===== src/rtl/pstage_pkg.sv =====
package pstage_pkg;

   typedef enum logic [1:0] {
      CFG_PAIRED   = 2'd0,
      CFG_PARALLEL = 2'd1,
      CFG_SINGLE   = 2'd2,
      CFG_SPARE    = 2'd3
   } out_cfg_e;

   localparam int unsigned NUM_HB = 4;

   // Expand per-half-bridge overload faults to the set of half-bridges
   // that must stop together for a given output configuration.
   function automatic logic [NUM_HB-1:0] group_spread(
      input out_cfg_e           mode,
      input logic [NUM_HB-1:0]  fault
   );
      logic [NUM_HB-1:0] res;
      res = '0;
      if (mode == CFG_PAIRED || mode == CFG_SINGLE) begin
         for (int p = 0; p < NUM_HB/2; p++) begin
            if (fault[2*p] || fault[2*p+1]) begin
               res[2*p]   = 1'b1;
               res[2*p+1] = 1'b1;
            end
         end
      end else begin
         res = {NUM_HB{|fault}};
      end
      return res;
   endfunction

endpackage


===== src/rtl/pstage_olp_timer.sv =====
module pstage_olp_timer #(
   parameter int unsigned CYC = 26
) (
   input  logic clk,
   input  logic rst_n,
   input  logic run,
   input  logic oc,
   output logic trip
);
   localparam int unsigned CW = $clog2(CYC + 1);
   localparam logic [CW-1:0] LAST = CW'(CYC - 1);

   logic [CW-1:0] cnt_q;

   // trip on the CYC-th consecutive sampled overcurrent cycle
   assign trip = run && oc && (cnt_q == LAST);

   always_ff @(posedge clk or negedge rst_n) begin
      if (!rst_n) begin
         cnt_q <= '0;
      end else if (!run || !oc) begin
         cnt_q <= '0;
      end else if (cnt_q != LAST) begin
         cnt_q <= cnt_q + 1'b1;
      end
   end
endmodule


===== src/rtl/pstage_thermal.sv =====
module pstage_thermal #(
   parameter int unsigned TW        = 8,
   parameter int unsigned OTE_C     = 155,
   parameter int unsigned WARN_LO_C = 100,
   parameter int unsigned WARN_HI_C = 125,
   parameter int unsigned HYST_C    = 25
) (
   input  logic          clk,
   input  logic          rst_n,
   input  logic [TW-1:0] tj,
   output logic          ote_hit,
   output logic          warn_lo,
   output logic          warn_hi
);
   localparam logic [TW-1:0] OTE_T = TW'(OTE_C);

   logic [1:0] warn_q;

   assign ote_hit = (tj >= OTE_T);

   for (genvar lv = 0; lv < 2; lv++) begin : g_warn
      localparam int unsigned SET_C = (lv == 0) ? WARN_LO_C : WARN_HI_C;
      localparam logic [TW-1:0] SET_T = TW'(SET_C);
      localparam logic [TW-1:0] CLR_T = TW'(SET_C - HYST_C);

      always_ff @(posedge clk or negedge rst_n) begin
         if (!rst_n) begin
            warn_q[lv] <= 1'b0;
         end else if (tj > SET_T) begin
            warn_q[lv] <= 1'b1;
         end else if (tj <= CLR_T) begin
            warn_q[lv] <= 1'b0;
         end
      end
   end

   assign warn_lo = warn_q[0];
   assign warn_hi = warn_q[1];
endmodule


===== src/rtl/pstage_latch.sv =====
module pstage_latch #(
   parameter int unsigned NB   = 4,
   parameter int unsigned HOLD = 40
) (
   input  logic          clk,
   input  logic          rst_n,
   input  logic          rst_req_n,
   input  logic          ote_set,
   input  logic [NB-1:0] olp_set,
   output logic          ote_nx,
   output logic [NB-1:0] olp_nx
);
   localparam int unsigned AW = $clog2(HOLD + 1);
   localparam logic [AW-1:0] HOLD_L = AW'(HOLD);

   logic          rq_q;
   logic          ote_q;
   logic [NB-1:0] olp_q;
   logic [AW-1:0] age_q;
   logic [AW-1:0] age_d;
   logic          clr;
   logic          any_q;
   logic          any_nx;

   // release only on a reset rising edge once the hold-off has elapsed
   assign clr    = rst_req_n && !rq_q && (age_q == HOLD_L);
   assign ote_nx = ote_set | (ote_q & ~clr);
   assign olp_nx = olp_set | (olp_q & {NB{~clr}});
   assign any_q  = ote_q | (|olp_q);
   assign any_nx = ote_nx | (|olp_nx);

   always_comb begin
      age_d = '0;
      if (any_nx && any_q && !clr) begin
         age_d = (age_q == HOLD_L) ? age_q : age_q + 1'b1;
      end
   end

   always_ff @(posedge clk or negedge rst_n) begin
      if (!rst_n) begin
         rq_q  <= 1'b0;
         ote_q <= 1'b0;
         olp_q <= '0;
         age_q <= '0;
      end else begin
         rq_q  <= rst_req_n;
         ote_q <= ote_nx;
         olp_q <= olp_nx;
         age_q <= age_d;
      end
   end
endmodule


===== src/rtl/pstage_guard.sv =====
module pstage_guard #(
   parameter int unsigned NSUP          = 5,
   parameter int unsigned TW            = 8,
   parameter int unsigned CLK_KHZ       = 10,
   parameter int unsigned OLP_TENTHS_MS = 26,
   parameter int unsigned HOLD_MS       = 4,
   parameter int unsigned OTE_C         = 155,
   parameter int unsigned WARN_LO_C     = 100,
   parameter int unsigned WARN_HI_C     = 125,
   parameter int unsigned HYST_C        = 25
) (
   input  logic            clk,
   input  logic            rst_n,
   input  logic            rst_req_n,
   input  logic [1:0]      cfg,
   input  logic [NSUP-1:0] sup_uv,
   input  logic [3:0]      boot_uv,
   input  logic [3:0]      oc,
   input  logic [TW-1:0]   tj,
   output logic [3:0]      hiz,
   output logic            sd_n,
   output logic            warn_lo_n,
   output logic            warn_hi_n
);
   import pstage_pkg::*;

   localparam int unsigned NHB      = NUM_HB;
   localparam int unsigned OLP_CYC  = CLK_KHZ * OLP_TENTHS_MS / 10;
   localparam int unsigned HOLD_CYC = CLK_KHZ * HOLD_MS;

   initial begin
      assert (OLP_CYC >= 1) else $error("overload window must be at least one cycle");
      assert (HOLD_CYC >= 1) else $error("hold-off must be at least one cycle");
      assert (WARN_HI_C > WARN_LO_C) else $error("upper warning must exceed lower");
      assert (WARN_LO_C >= HYST_C) else $error("hysteresis larger than warning level");
      assert (OTE_C < (1 << TW)) else $error("error level does not fit temperature code");
      assert (NSUP >= 1) else $error("need at least one supply flag");
   end

   logic [NHB-1:0] olp_trip;
   logic [NHB-1:0] olp_nx;
   logic [NHB-1:0] grouped;
   logic           ote_hit;
   logic           ote_nx;
   logic           warn_lo;
   logic           warn_hi;
   logic           dev_kill;
   logic [NHB-1:0] hiz_d;
   logic           sd_d;
   out_cfg_e       mode;

   assign mode = out_cfg_e'(cfg);

   for (genvar i = 0; i < NHB; i++) begin : g_olp
      pstage_olp_timer #(.CYC(OLP_CYC)) u_tmr (
         .clk  (clk),
         .rst_n(rst_n),
         .run  (rst_req_n),
         .oc   (oc[i]),
         .trip (olp_trip[i])
      );
   end

   pstage_thermal #(
      .TW(TW), .OTE_C(OTE_C), .WARN_LO_C(WARN_LO_C),
      .WARN_HI_C(WARN_HI_C), .HYST_C(HYST_C)
   ) u_therm (
      .clk    (clk),
      .rst_n  (rst_n),
      .tj     (tj),
      .ote_hit(ote_hit),
      .warn_lo(warn_lo),
      .warn_hi(warn_hi)
   );

   pstage_latch #(.NB(NHB), .HOLD(HOLD_CYC)) u_lat (
      .clk      (clk),
      .rst_n    (rst_n),
      .rst_req_n(rst_req_n),
      .ote_set  (ote_hit),
      .olp_set  (olp_trip),
      .ote_nx   (ote_nx),
      .olp_nx   (olp_nx)
   );

   assign grouped  = group_spread(mode, olp_nx);
   assign dev_kill = (|sup_uv) | ote_nx;

   always_comb begin
      if (!rst_req_n) begin
         hiz_d = '1;
         sd_d  = 1'b1;
      end else begin
         hiz_d = {NHB{dev_kill}} | grouped | boot_uv;
         sd_d  = !(dev_kill || (|olp_nx));
      end
   end

   always_ff @(posedge clk or negedge rst_n) begin
      if (!rst_n) begin
         hiz  <= '1;
         sd_n <= 1'b1;
      end else begin
         hiz  <= hiz_d;
         sd_n <= sd_d;
      end
   end

   assign warn_lo_n = ~warn_lo;
   assign warn_hi_n = ~warn_hi;
endmodule


===== config.mk =====
export PLATFORM = sky130hd
export DESIGN_NAME = pstage_guard
export DESIGN_NICKNAME = d
export VERILOG_FILES = /design/src/rtl/pstage_pkg.sv /design/src/rtl/pstage_olp_timer.sv /design/src/rtl/pstage_thermal.sv /design/src/rtl/pstage_latch.sv /design/src/rtl/pstage_guard.sv
export SDC_FILE = /design/constraint.sdc
export NUM_CORES = 1
export LEC_CHECK = 0
export BUFFER_PORTS_ARGS = -buffer_cell sky130_fd_sc_hd__buf_2
export CAP_MARGIN = 20
export CORE_AREA = 2 2 61 63
export DETAILED_ROUTE_END_ITERATION = 12
export DIE_AREA = 0 0 63 65
export PLACE_DENSITY = 0.8
export SYNTH_ARGS = -nofsm -noshare
export SYNTH_HDL_FRONTEND = slang
export SYNTH_SLANG_ARGS = --single-unit

===== constraint.sdc =====
create_clock -name clk -period 2.6 [get_ports clk]
set_clock_uncertainty 0.2 [all_clocks]
set_input_delay 0.13 -clock clk [delete_from_list [all_inputs] [get_ports clk]]
set_output_delay 0.13 -clock clk [all_outputs]
set_load 0.01 [all_outputs]

* After elaboration in Yosys (flattened, before gate mapping)
Index checks and enable logic that the tools add are counted.
** Storage, ports and cells
- Latch bits :: 0
- Memories kept :: 0
- Memory bits (writable) :: 0
- Register bits :: 39
- Bits in read-only memories :: 0
** Cells by class
- $add $sub $neg :: 5
- Equal/unequal tests :: 11
- Magnitude comparators :: 5
- Reductions and logical operators :: 38
- Shifts and indexed selects :: 0
- Bitwise operators :: 12
- Multipliers :: 0
- Multiplexer cells :: 19
- Div/mod/pow operators :: 0
** Operator list (number)
- $mux W5 :: 8
- $add A5 B1 Y5 const B :: 4
- $eq A5 B5 Y1 const B :: 4
- $ne A5 B5 Y1 const B :: 4
- $gt A8 B7 Y1 const B :: 2
- $le A8 B7 Y1 const B :: 2
- $logic_and A1 B1 Y1 :: 12
- $mux W6 :: 2
- $or A4 B4 Y4 :: 3
- $reduce_bool A2 Y1 :: 6
- $ge A8 B8 Y1 const B :: 1
- $logic_not A1 Y1 :: 8
- $logic_or A1 B1 Y1 :: 8
- $mux W4 :: 2
- $reduce_or A4 Y1 :: 2
- $add A6 B1 Y6 const B :: 1
- $eq A6 B6 Y1 const B :: 1
- $mux W1 :: 5
- $reduce_or A5 Y1 :: 1
- $and A4 B4 Y4 :: 1
- $mux W2 :: 2
- $or A1 B1 Y1 :: 4
- $not A1 Y1 :: 3
- $eq A2 B2 Y1 const B :: 1
- 3 further kinds :: 3

* Longest topological paths before layout
Gate-level depths: netlist of the first run.
- Depth in word-level cells :: 12
- Depth in mapped cells :: 6
- Mapped depth without buffers :: 6

* Modules after synthesis
Synthesis of the first run repeated with hierarchy kept, for this count alone.
** Second synthesis, totals
- Cell total of the unflattened synthesis :: 204
- Area total of the unflattened synthesis :: 2193.4 um2
** By module, submodules not included
- pstage_olp_timer :: area an instance 314.1 um2, times used 4, cells each 30, seq. area each 125.1 um2
- pstage_latch :: area an instance 563.0 um2, times used 1, cells each 48, seq. area each 300.3 um2
- pstage_guard :: area an instance 226.5 um2, times used 1, cells each 20, seq. area each 131.4 um2
- pstage_thermal :: area an instance 147.6 um2, times used 1, cells each 16, seq. area each 50.0 um2

* Worst setup path before layout of the first run
OpenSTA, ideal clock, no wires.
- Path kind :: reg-to-reg
- From :: register u_lat.age_q[0]
- To :: register u_lat.age_q[2]
- Required time :: 2322 ps
- Data arrival time :: 1442 ps
- Period minus slack after synthesis :: 1720 ps
- Slack :: 880 ps
- Buffers on the path :: 0
- Stages on the path, launching flop included :: 7
- Cells stage by stage :: dfrtp_1 > inv_1 > ha_1 > and3b_4 > and3b_1 > or3b_1 > a21oi_1
** On the way
- Cells in the longest elaborated chain, start to end :: 10
** RTL lines
- start, declared :: RTL line pstage_latch.sv:19 : logic [AW-1:0] age_q;
- start signal, assigned :: RTL line pstage_latch.sv:49 : age_q <= age_d;
- $eq A6 B6 Y1 :: RTL line pstage_latch.sv:26, pstage_latch.sv:35
- $logic_and A1 B1 Y1 :: RTL line pstage_latch.sv:26 : assign clr = rst_req_n && !rq_q && (age_q == HOLD_L);
- $not A1 Y1 :: RTL line pstage_latch.sv:27, pstage_latch.sv:28
- $and A4 B4 Y4 :: RTL line pstage_latch.sv:28 : assign olp_nx = olp_set | (olp_q & {NB{~clr}});
- $or A4 B4 Y4 :: RTL line pstage_latch.sv:28
- $reduce_or A4 Y1 :: RTL line pstage_latch.sv:30 : assign any_nx = ote_nx | (|olp_nx);
- $or A1 B1 Y1 :: RTL line pstage_latch.sv:30
- $logic_and A1 B1 Y1 (2 in series) :: RTL line pstage_latch.sv:34 : if (any_nx && any_q && !clr) begin
- $ne A2 B2 Y1 (no source line) or $mux W6 (tied branches)
Several ways; a longest one is shown, not always the timed one. The select of a mux whose other input is x is not followed.
A chain may end at the register's enable or synchronous reset.

* Final worst setup path of the first run
- From :: register g_olp[2].u_tmr.cnt_q[1]
- To :: register sd_n
** On the way
- Cells in the longest elaborated chain, start to end :: 7
** RTL lines
- start, declared :: RTL line pstage_olp_timer.sv:13 : logic [CW-1:0] cnt_q;
- start signal, assigned :: RTL line pstage_olp_timer.sv:24 : cnt_q <= cnt_q + 1'b1;
- $eq A5 B5 Y1 :: RTL line pstage_olp_timer.sv:16 : assign trip = run && oc && (cnt_q == LAST);
- $logic_and A1 B1 Y1 :: RTL line pstage_olp_timer.sv:16
- $or A4 B4 Y4 :: RTL line pstage_latch.sv:28
- $reduce_or A4 Y1 :: RTL line pstage_guard.sv:95 : sd_d = !(dev_kill || (|olp_nx));
- $logic_or A1 B1 Y1 :: RTL line pstage_guard.sv:95
- $logic_not A1 Y1 :: RTL line pstage_guard.sv:95
- $mux W1 :: RTL line pstage_guard.sv:90 : if (!rst_req_n) begin
- named net sd_d :: RTL line pstage_guard.sv:49 : logic sd_d;
- end signal, assigned :: RTL line pstage_guard.sv:102 : sd_n <= 1'b1;
- end signal, assigned :: RTL line pstage_guard.sv:105 : sd_n <= sd_d;
- end, declared :: RTL line pstage_guard.sv:21 : output logic sd_n,
The timed path passes the listed nets, and every way through them passes these cells.

==> flow_summary.json, run 1 <==
{
  "status": "complete, no violations",
  "portBuffers": 31,
  "ioPinCount": 33,
  "rows": 22,
  "cts_buffer_depth": 2,
  "core_sq_um": 3500,
  "ant_nets": 0,
  "ys_types": 33,
  "multi_input_area_sq_um": 907,
  "whs_ns": 0.0877,
  "design.die.area_sq_um": 4100,
  "cp-start-kind": "flip-flop",
  "ys.flop_type": "dfrtp_1",
  "insertion_delay_ns": 0.34,
  "htree_levels": 2,
  "die_width_microns": 63,
  "slew_headroom_pct": 45.0,
  "arrival_ns": 2.48,
  "power_density_nw_per_um2": 553,
  "area_delta_synth_final_pct": 24.7,
  "power_leakage_nw": 1.12,
  "synth.cell_area_sq_um": 1930,
  "dp_hpwl_microns": 2520,
  "drv_slew": 0,
  "fin_ws_ns": 0.208,
  "crit_fanout": 6,
  "fin_crit_ns": 2.39,
  "syn_nets": 220,
  "ys_seq_area_share_pct": 51.0,
  "cts.sinks": 39,
  "antenna_found_initial": 0,
  "final_design_area_no_fill_sq_um": 2400,
  "clk_pin_slew_worst_paths_ns": 0.11,
  "place_ws_ns": 0.777,
  "post_drt_wl_per_cell_microns": 12.6,
  "initial_core_util_pct": 55.1,
  "synth_seq_cells": 39,
  "tightest_slew_ns": 0.824,
  "via_per_inst": 5.25,
  "grt_max_degree": 40,
  "dpl_cell_area_sq_um": 2140,
  "layout.nets": 279,
  "synth_edf_count": 0,
  "layout_commonest_cell": "dfrtp_1",
  "layout_common_cells": "dfrtp_1 (34), buf_2 (31), nor2_1 (28), dlygate4sd3_1 (21), xor2_1 (14)",
  "n_fill_cell": 279,
  "yosysWarnings": 0,
  "synth_cells": 184,
  "postRouteWirelength_microns": 3690,
  "async_flop_share_pct": 100,
  "fin_tns_setup_ns": 0,
  "peakVddDrop_uv": 330,
  "hp-class": "in2reg",
  "worst-setup-path-type": "reg2reg",
  "grt_pass1_vias": 1478,
  "first_pass_iters": 4,
  "period_share_pct": 92.0,
  "vias": 1533,
  "setup_violations": 0,
  "final_layout_size_suffix_gt1_share_pct": 21.3,
  "drt-initial-drc-count": 40,
  "regArea_sq_um": 982,
  "cts_buffers": 5,
  "place.gp.congestion": 0.782,
  "track_usage_pct": 20.4,
  "grt_overflow_total": 0,
  "grt_pass1_wl_microns": 6380,
  "max_cap_viol_count": 0,
  "tritoncts": "built",
  "cts-root-buf": "clkbuf_4",
  "die_h_microns": 65,
  "drc": 0,
  "finalHoldViolations": 0,
  "grt_setup_unrepaired": "false",
  "endpoint_kind": "flip-flop",
  "timing.fmax_mhz": 418,
  "cp.required_ns": 2.68,
  "syn_area_per_cell_sq_um": 10.5,
  "diodes": 0
}
## registers in the layout, indices dropped and copies added, names as in the netlist
name	cells
u_lat.ote_q	1
hiz	4
u_therm.warn_lo	1
u_lat.rq_q	1
u_lat.olp_q	4
u_therm.warn_hi	1
sd_n	1
g_olp.u_tmr.cnt_q	20
u_lat.age_q	6
## report_power, final
| part | switching, mW | internal [mW] |
|---|---|---|
| logic | 0.144 | 0.149 |
| registers | 0.0612 | 0.677 |
| clock network | 0.191 | 0.105 |
| total | 0.397 | 0.932 |
## worst paths after layout
kind	start	endpoint	slack, ns	cells past startpoint
hold / removal	tj[6]	u_lat.ote_q	0.09	4
setup reg to reg	g_olp[2].u_tmr.cnt_q[1]	sd_n	0.21	7
hold reg to reg	u_lat.olp_q[1]	u_lat.olp_q[1]	0.29	2
max in group asynchronous	rst_n	u_lat.olp_q[1]	1.47	2
min in group asynchronous	rst_n	u_lat.age_q[2]	0.20	2
setup / recovery	g_olp[2].u_tmr.cnt_q[1]	sd_n	0.21	7
## final cells by class
type / instances / share of cell area, %
Clock buffer: 7 / 1.88
Clock inverter: 1 / 0.208
Inverter: 10 / 1.56
Multi-Input combinational cell: 135 / 37.8
Sequential cell: 39 / 40.9
Tap cell: 48 / 2.50
Timing Repair Buffer: 52 / 15.2
## kinds of logic after synthesis
| kind of cell | share of synthesized area, % |
|---|---|
| buffers and inverters | 1.95 |
| and+or+nand+nor | 19.4 |
| adders and majority gates | 6.49 |
| DFF | 51.0 |
| xor gates and xnor gates | 9.09 |
| muxes | 0.520 |
| AOI/OAI and AO/OA | 11.6 |
## timing repair
item | 4_1_cts | 5_1_grt
buffers inserted | 0 | 0
gates resized for setup | 0 | 0
hold buffers | 21 | 0
endpoints found under the hold margin | 62 | 0
setup endpoints to repair | 0 | 0
## per-layer routing
| metal | wire length [microns] | track usage (%) | share of wire, % |
|---|---|---|---|
| met1 | 1610 | 24.4 | 44 |
| met2 | 1840 | 34.7 | 50 |
| met3 | 165 | 6.08 | 4.5 |
| met4 | 72 | 8.06 | 2.0 |
| met5 | 0 | 0 | 0 |
## per-stage QoR
step | cells | util [%] | power (mW)
finish | 292 | 68.7 | 1.33
detailed placement | 263 | 61.3 | 1.02
global route | 292 | 68.7 | 1.43
global placement | 263 | 61.3 | 1.01
CTS | 292 | 68.7 | 1.34
floorplan | 184 | - | 0.935
## synth_stat cells (2+ instances only)
| library cell | count | area (sq um) |
|---|---|---|
| dfstp_2 | 5 | 131 |
| nand3_1 | 12 | 60.1 |
| dfrtp_1 | 34 | 851 |
| nor2_1 | 28 | 105 |
| o21a_1 | 2 | 15.0 |
| o21ai_0 | 13 | 65.1 |
| or2_2 | 3 | 18.8 |
| a31oi_1 | 2 | 12.5 |
| nand4b_1 | 8 | 70.1 |
| a21oi_1 | 2 | 10.0 |
| a21boi_0 | 2 | 15.0 |
| xnor2_1 | 6 | 52.6 |
| xor2_1 | 14 | 123 |
| inv_1 | 10 | 37.5 |
| nand2_1 | 12 | 45.0 |
| o22ai_1 | 2 | 12.5 |
| a211oi_1 | 4 | 30.0 |
| ha_1 | 10 | 125 |
## critical path, cell delays in order, from the launching register on
cell,delay [ns]
dfrtp_1,0.42
inv_1,0.06
ha_1,0.13
nand4b_1,0.25
o22ai_1,0.37
a2111oi_2,0.08
a41o_1,0.26
dlygate4sd3_1,0.55
Note: power is estimated with default switching activity, not from simulation.
==> inputs of run 2 (changes only) <==
--- a/config.mk
+++ b/config.mk
@@ -5,12 +5,13 @@
 export SDC_FILE = /design/constraint.sdc
 export NUM_CORES = 1
 export LEC_CHECK = 0
-export BUFFER_PORTS_ARGS = -buffer_cell sky130_fd_sc_hd__buf_2
+export ABC_AREA = 1
+export BUFFER_PORTS_ARGS = -buffer_cell sky130_fd_sc_hd__clkbuf_2
 export CAP_MARGIN = 20
 export CORE_AREA = 2 2 61 63
 export DETAILED_ROUTE_END_ITERATION = 12
 export DIE_AREA = 0 0 63 65
-export PLACE_DENSITY = 0.8
+export PLACE_DENSITY = 0.88
 export SYNTH_ARGS = -nofsm -noshare
 export SYNTH_HDL_FRONTEND = slang
 export SYNTH_SLANG_ARGS = --single-unit
==> flow_summary.json, run 2 <==
{
  "endpoint": "hiz[1]",
  "cts.sinks": 39,
  "slew_headroom_pct": 36.8,
  "largestRegisters": "g_olp.u_tmr.cnt_q (20), u_lat.age_q (6)",
  "portBuffers": 31,
  "grt_max_degree": 40,
  "power_leakage_nw": 1.26,
  "die_width_microns": 63,
  "synth_most_common_cell": "nand2_1",
  "synth_seq_cells": 39,
  "diodes": 0,
  "async_flop_share_pct": 100,
  "ioPinCount": 33,
  "drt-initial-drc-count": 71,
  "period_share_pct": 95.7,
  "post_drt_wl_per_cell_microns": 12.3,
  "regMostFlops": "g_olp.u_tmr.cnt_q",
  "ys_seq_area_share_pct": 48.8,
  "utilization_pct": 71.8,
  "crit_cells": 8,
  "grt_setup_unrepaired": "false",
  "core_sq_um": 3500,
  "finalPower_mw": 1.36,
  "crit_chain": "dlygate4sd3_1 -> clkbuf_2 -> nor3b_1 -> dlygate4sd3_1 -> nand3_1 -> nor2_1 -> nand3_1 -> dlygate4sd3_1",
  "synth.cell_area_sq_um": 2010,
  "synth_edf_count": 0,
  "clk_pin_slew_worst_paths_ns": 0.11,
  "cts-root-buf": "clkbuf_4",
  "fin_tns_setup_ns": 0,
  "synth_commonest_cells": "nand2_1 (41), dfrtp_1 (34), inv_1 (31)",
  "dp.cells": 313,
  "syn_nets": 270,
  "tritoncts": "built",
  "cts_hold_buf": 23,
  "cpPeakStageDelay_ns": 0.58,
  "tightest_slew_ns": 0.948,
  "via_per_inst": 5.21,
  "n_fill_cell": 267,
  "rows": 22,
  "final_design_area_no_fill_sq_um": 2510,
  "regArea_sq_um": 982,
  "timing.rr.start": "u_lat.age_q[0]",
  "drv_slew": 0,
  "worst-setup-path-type": "in2reg",
  "ctsResizeCount": 0,
  "endpoint_kind": "flip-flop",
  "max_cap_viol_count": 0,
  "status": "complete, no violations",
  "ant_nets": 0,
  "crit_start": "sup_uv[0]",
  "synth_cells": 234,
  "cp_top_family": "buffers and inverters",
  "postRouteWirelength_microns": 4220,
  "peakVddDrop_uv": 303,
  "finalNonFillerCells": 344,
  "multi_input_area_sq_um": 887,
  "synthTopCellsByArea": "dfrtp_1 (42%), nand2_1 (7.6%), dfstp_2 (6.5%), ha_1 (6.2%), inv_1 (5.8%)",
  "area_delta_synth_final_pct": 24.8,
  "path_buf_inv": 4,
  "dpl_cell_area_sq_um": 2230,
  "synth_top_cell_by_area": "dfrtp_1",
  "cp-start-kind": "input port",
  "cp_slowest_cell": "dlygate4sd3_1",
  "first_pass_iters": 4,
  "layout_commonest_cell": "nand2_1",
  "vias": 1791,
  "cts_buffers": 5,
  "whs_ns": 0.0236,
  "hp-class": "in2reg",
  "syn_area_per_cell_sq_um": 8.60,
  "setup_violations": 0,
  "place_ws_ns": 0.755,
  "antenna_found_initial": 0,
  "layout.nets": 331,
  "cpMostUsedCell": "dlygate4sd3_1",
  "synth_top_area_share_pct": 42.3,
  "power_density_nw_per_um2": 542,
  "drc": 0,
  "dp_hpwl_microns": 2690,
  "htree_levels": 2,
  "ys.flop_type": "dfrtp_1",
  "grt_pass1_wl_microns": 7600,
  "insertion_delay_ns": 0.35,
  "ys_types": 30,
  "fin_ws_ns": 0.113,
  "timing.rr.end": "hiz[1]",
  "initial_core_util_pct": 57.6,
  "place.gp.congestion": 0.798,
  "design.die.area_sq_um": 4100,
  "r2r_setup_slack_ns": 0.15,
  "arrival_ns": 2.57,
  "yosysWarnings": 0,
  "crit_fanout": 4,
  "track_usage_pct": 24.1,
  "finalHoldViolations": 0,
  "layout_common_cells": "nand2_1 (41), dfrtp_1 (34), inv_1 (31), clkbuf_2 (31), dlygate4sd3_1 (23)",
  "r2r_cells": 10,
  "postCtsSetupBuffers": 0,
  "cp.required_ns": 2.68,
  "final_layout_size_suffix_gt1_share_pct": 19.9,
  "cts_buffer_depth": 2,
  "timing.fmax_mhz": 402,
  "grt_overflow_total": 0,
  "fin_crit_ns": 2.49,
  "largest_reg_flops": 20,
  "grt_pass1_vias": 1811,
  "die_h_microns": 65
}
## run 2: cell count changes in the layout (fill, tap and decap cells not counted), sizes merged, moves of 17 or more
cell / previous run / this run
inv: 10 / 36
buf: 31 / 0
clkbuf: 7 / 37
nand2: 13 / 47
a21oi: 2 / 19
## run 2: per-layer routing
metal	track usage [%]	part of all wire (%)	vias up
li1	-	-	883
met1	27.3	43	850
met2	44.5	52	49
met3	6.08	3.9	9
met4	7.22	1.5	0
met5	0	0	-
## run 2: report_power, final
part           switching [mW]  internal (mW)  leakage (nW)
logic                   0.165          0.135         0.739
registers              0.0747          0.676         0.495
clock network           0.206          0.105        0.0282
total                   0.446          0.916          1.26
## run 2: how the worst min path moves through the flow
stage / from / endpoint / slack, ns / cells past startpoint
after global routing: tj[6] / u_lat.ote_q / 0.03 / 5
after detailed placement: rst_n / u_therm.warn_hi / 0.12 / 1
after CTS: tj[6] / u_lat.ote_q / 0.01 / 5
final: tj[6] / u_lat.ote_q / 0.02 / 5
after floorplan: rst_n / g_olp[0].u_tmr.cnt_q[0] / -0.37 / 0
after global placement: rst_n / u_therm.warn_hi / 0.11 / 1
## run 2: cell type report
class | count | area share, %
Clock inverter | 2 | 0.498
Timing Repair Buffer | 54 | 15.3
Multi-Input combinational cell | 157 | 35.3
Inverter | 38 | 5.68
Sequential cell | 39 | 39.1
Clock buffer | 6 | 1.64
Tap cell | 48 | 2.39
## run 2: kinds of logic (layout without fill, tap and decap cells)
| logic type | after synthesis | after routing | share of synthesized area (%) |
|---|---|---|---|
| and+or+nand+nor | 101 | 101 | 24.3 |
| AOI/OAI and AO/OA | 40 | 40 | 10.9 |
| DFF | 39 | 39 | 48.8 |
| buffers and inverters | 38 | 100 | 7.09 |
| adders and majority gates | 10 | 10 | 6.22 |
| xor gates and xnor gates | 6 | 6 | 2.61 |
## run 2: worst register-to-register path: stages, from the launching register on
cell	delay [ns]
dfrtp_1	0.45
inv_1	0.10
ha_1	0.16
nand2_1	0.09
nor2_4	0.17
nand2_4	0.09
nand2_2	0.08
nand3_1	0.09
nor2_1	0.24
nand3_1	0.13
dlygate4sd3_1	0.58
==> inputs of run 3 (changes only) <==
--- a/config.mk
+++ b/config.mk
@@ -8,10 +8,10 @@
 export ABC_AREA = 1
 export BUFFER_PORTS_ARGS = -buffer_cell sky130_fd_sc_hd__clkbuf_2
 export CAP_MARGIN = 20
-export CORE_AREA = 2 2 61 63
+export CORE_AREA = 2 2 67 69
 export DETAILED_ROUTE_END_ITERATION = 12
-export DIE_AREA = 0 0 63 65
-export PLACE_DENSITY = 0.88
+export DIE_AREA = 0 0 69 71
+export PLACE_DENSITY = 0.78
 export SYNTH_ARGS = -nofsm -noshare
 export SYNTH_HDL_FRONTEND = slang
 export SYNTH_SLANG_ARGS = --single-unit
==> constraint.sdc (replaced) <==
create_clock -name clk -period 2.2 [get_ports clk]
set_clock_uncertainty 0.2 [all_clocks]
set_input_delay 0.11 -clock clk [delete_from_list [all_inputs] [get_ports clk]]
set_output_delay 0.11 -clock clk [all_outputs]
set_load 0.01 [all_outputs]
==> flow_summary.json, run 3 (synthesis results as in run 2) <==
{
  "core_sq_um": 4200,
  "layout_common_cells": "nand2_1 (41), dfrtp_1 (34), inv_1 (31), clkbuf_2 (31), a21oi_1 (19)",
  "drt-initial-drc-count": 81,
  "portBuffers": 31,
  "finalHoldViolations": 0,
  "regMostFlops": "g_olp.u_tmr.cnt_q",
  "arrival_ns": 1.97,
  "insertion_delay_ns": 0.29,
  "diodes": 0,
  "max_cap_viol_count": 0,
  "hp-class": "in2reg",
  "endpoint_kind": "flip-flop",
  "cp.required_ns": 2.22,
  "timing.fmax_mhz": 513,
  "grt_pass1_vias": 1691,
  "slew_headroom_pct": 64.0,
  "busiest_layer": "met2",
  "setup_violations": 0,
  "hp-start": "tj[0]",
  "crit_fanout": 4,
  "fin_tns_setup_ns": 0,
  "die_width_microns": 69,
  "dpl_cell_area_sq_um": 2250,
  "cts_buffer_depth": 2,
  "rows": 24,
  "cts-root-buf": "clkbuf_8",
  "grt_pass1_wl_microns": 7040,
  "layout_commonest_cell": "nand2_1",
  "postRouteWirelength_microns": 3790,
  "layout.nets": 326,
  "ioPinCount": 33,
  "status": "complete, no violations",
  "first_pass_iters": 4,
  "power_leakage_nw": 1.27,
  "final_design_area_no_fill_sq_um": 2490,
  "power_density_nw_per_um2": 675,
  "post_drt_wl_per_cell_microns": 11.0,
  "area_delta_synth_final_pct": 23.8,
  "grt_overflow_total": 0,
  "globalRouteMet3Util_pct": 5.27,
  "design.die.area_sq_um": 4900,
  "fin_crit_ns": 1.95,
  "drv_slew": 0,
  "ant_nets": 0,
  "via_per_inst": 4.99,
  "crit_start": "sup_uv[0]",
  "grtUsageMet2_pct": 31.8,
  "place.gp.congestion": 0.792,
  "cts_buffers": 5,
  "die_h_microns": 71,
  "drc": 0,
  "use_met1_pct": 19.8,
  "clk_pin_slew_worst_paths_ns": 0.07,
  "timing.rr.start": "u_lat.age_q[0]",
  "final_layout_size_suffix_gt1_share_pct": 21.3,
  "antenna_found_initial": 0,
  "period_share_pct": 88.5,
  "initial_core_util_pct": 47.9,
  "cp-start-kind": "input port",
  "tritoncts": "built",
  "cts.sinks": 39,
  "dp_hpwl_microns": 2830,
  "grt_max_degree": 22,
  "largest_reg_flops": 20,
  "worst-setup-path-type": "in2reg",
  "vias": 1710,
  "peakVddDrop_uv": 378,
  "tightest_slew_ns": 0.540,
  "dp.cells": 319,
  "largestRegisters": "g_olp.u_tmr.cnt_q (20), u_lat.age_q (6)",
  "htree_levels": 2,
  "track_usage_pct": 18.0,
  "finalNonFillerCells": 343,
  "n_fill_cell": 371,
  "grt_setup_unrepaired": "false"
}
-- run 3: final timing paths --
kind / cells after the start / slack (ns) / to
max in group asynchronous: 3 / 1.05 / hiz[3]
min in group asynchronous: 2 / 0.13 / u_therm.warn_lo
setup reg to reg: 11 / 0.40 / hiz[1]
setup / recovery: 7 / 0.25 / hiz[1]
hold / removal: 4 / 0.01 / u_therm.warn_lo
hold reg to reg: 2 / 0.32 / u_lat.ote_q
-- run 3: area by class of cell --
class                           instances  area, sq um  share of cell area, %
Tap cell                               52         65.1                   2.61
Inverter                               38          143                   5.73
Clock inverter                          3         15.0                  0.603
Multi-Input combinational cell        157          887                   35.6
Clock buffer                            5         68.8                   2.76
Timing Repair Buffer                   49          330                   13.3
Sequential cell                        39          982                   39.4
-- run 3: stage by stage --
step	hold WS (ns)	power [mW]	setup slack (ns)	util [%]
6_report	0.0141	1.68	0.252	59.3
3_5_place_dp	-0.0903	1.21	0.404	53.5
2_1_floorplan	-0.386	1.11	0.581	-
4_1_cts	0.00304	1.71	0.278	59.3
5_1_grt	0.0672	1.82	0.0903	59.3
3_3_place_gp	-0.0903	1.19	0.440	53.5
-- run 3: critical path, cell delays in order --
cell and delay [ns]:
dlygate4sd3_1 0.54, clkbuf_2 0.11, nor3b_1 0.20, dlygate4sd3_1 0.58, nand3_1 0.09, nor2_1 0.22, nand3_1 0.11
-- run 3: routing by layer --
metal  up-vias  routed length, microns
li1        879                       -
met2        22                    1900
met4         0                      84
met1       799                    1680
met3        10                     123
met5         -                       0
-- run 3: where the power goes --
| part | internal, mW | total, mW | switching, mW | leakage, nW |
|---|---|---|---|---|
| Clock | 0.217 | 0.467 | 0.250 | 0.0477 |
| Combinational | 0.152 | 0.330 | 0.178 | 0.732 |
| Sequential | 0.800 | 0.884 | 0.0841 | 0.495 |
| Total | 1.17 | 1.68 | 0.512 | 1.27 |
-- run 3: timing repair --
action	in CTS	in global routing
endpoints found under the hold margin	36	0
hold buffers	16	0
resized for setup	0	0
buffers inserted	0	0
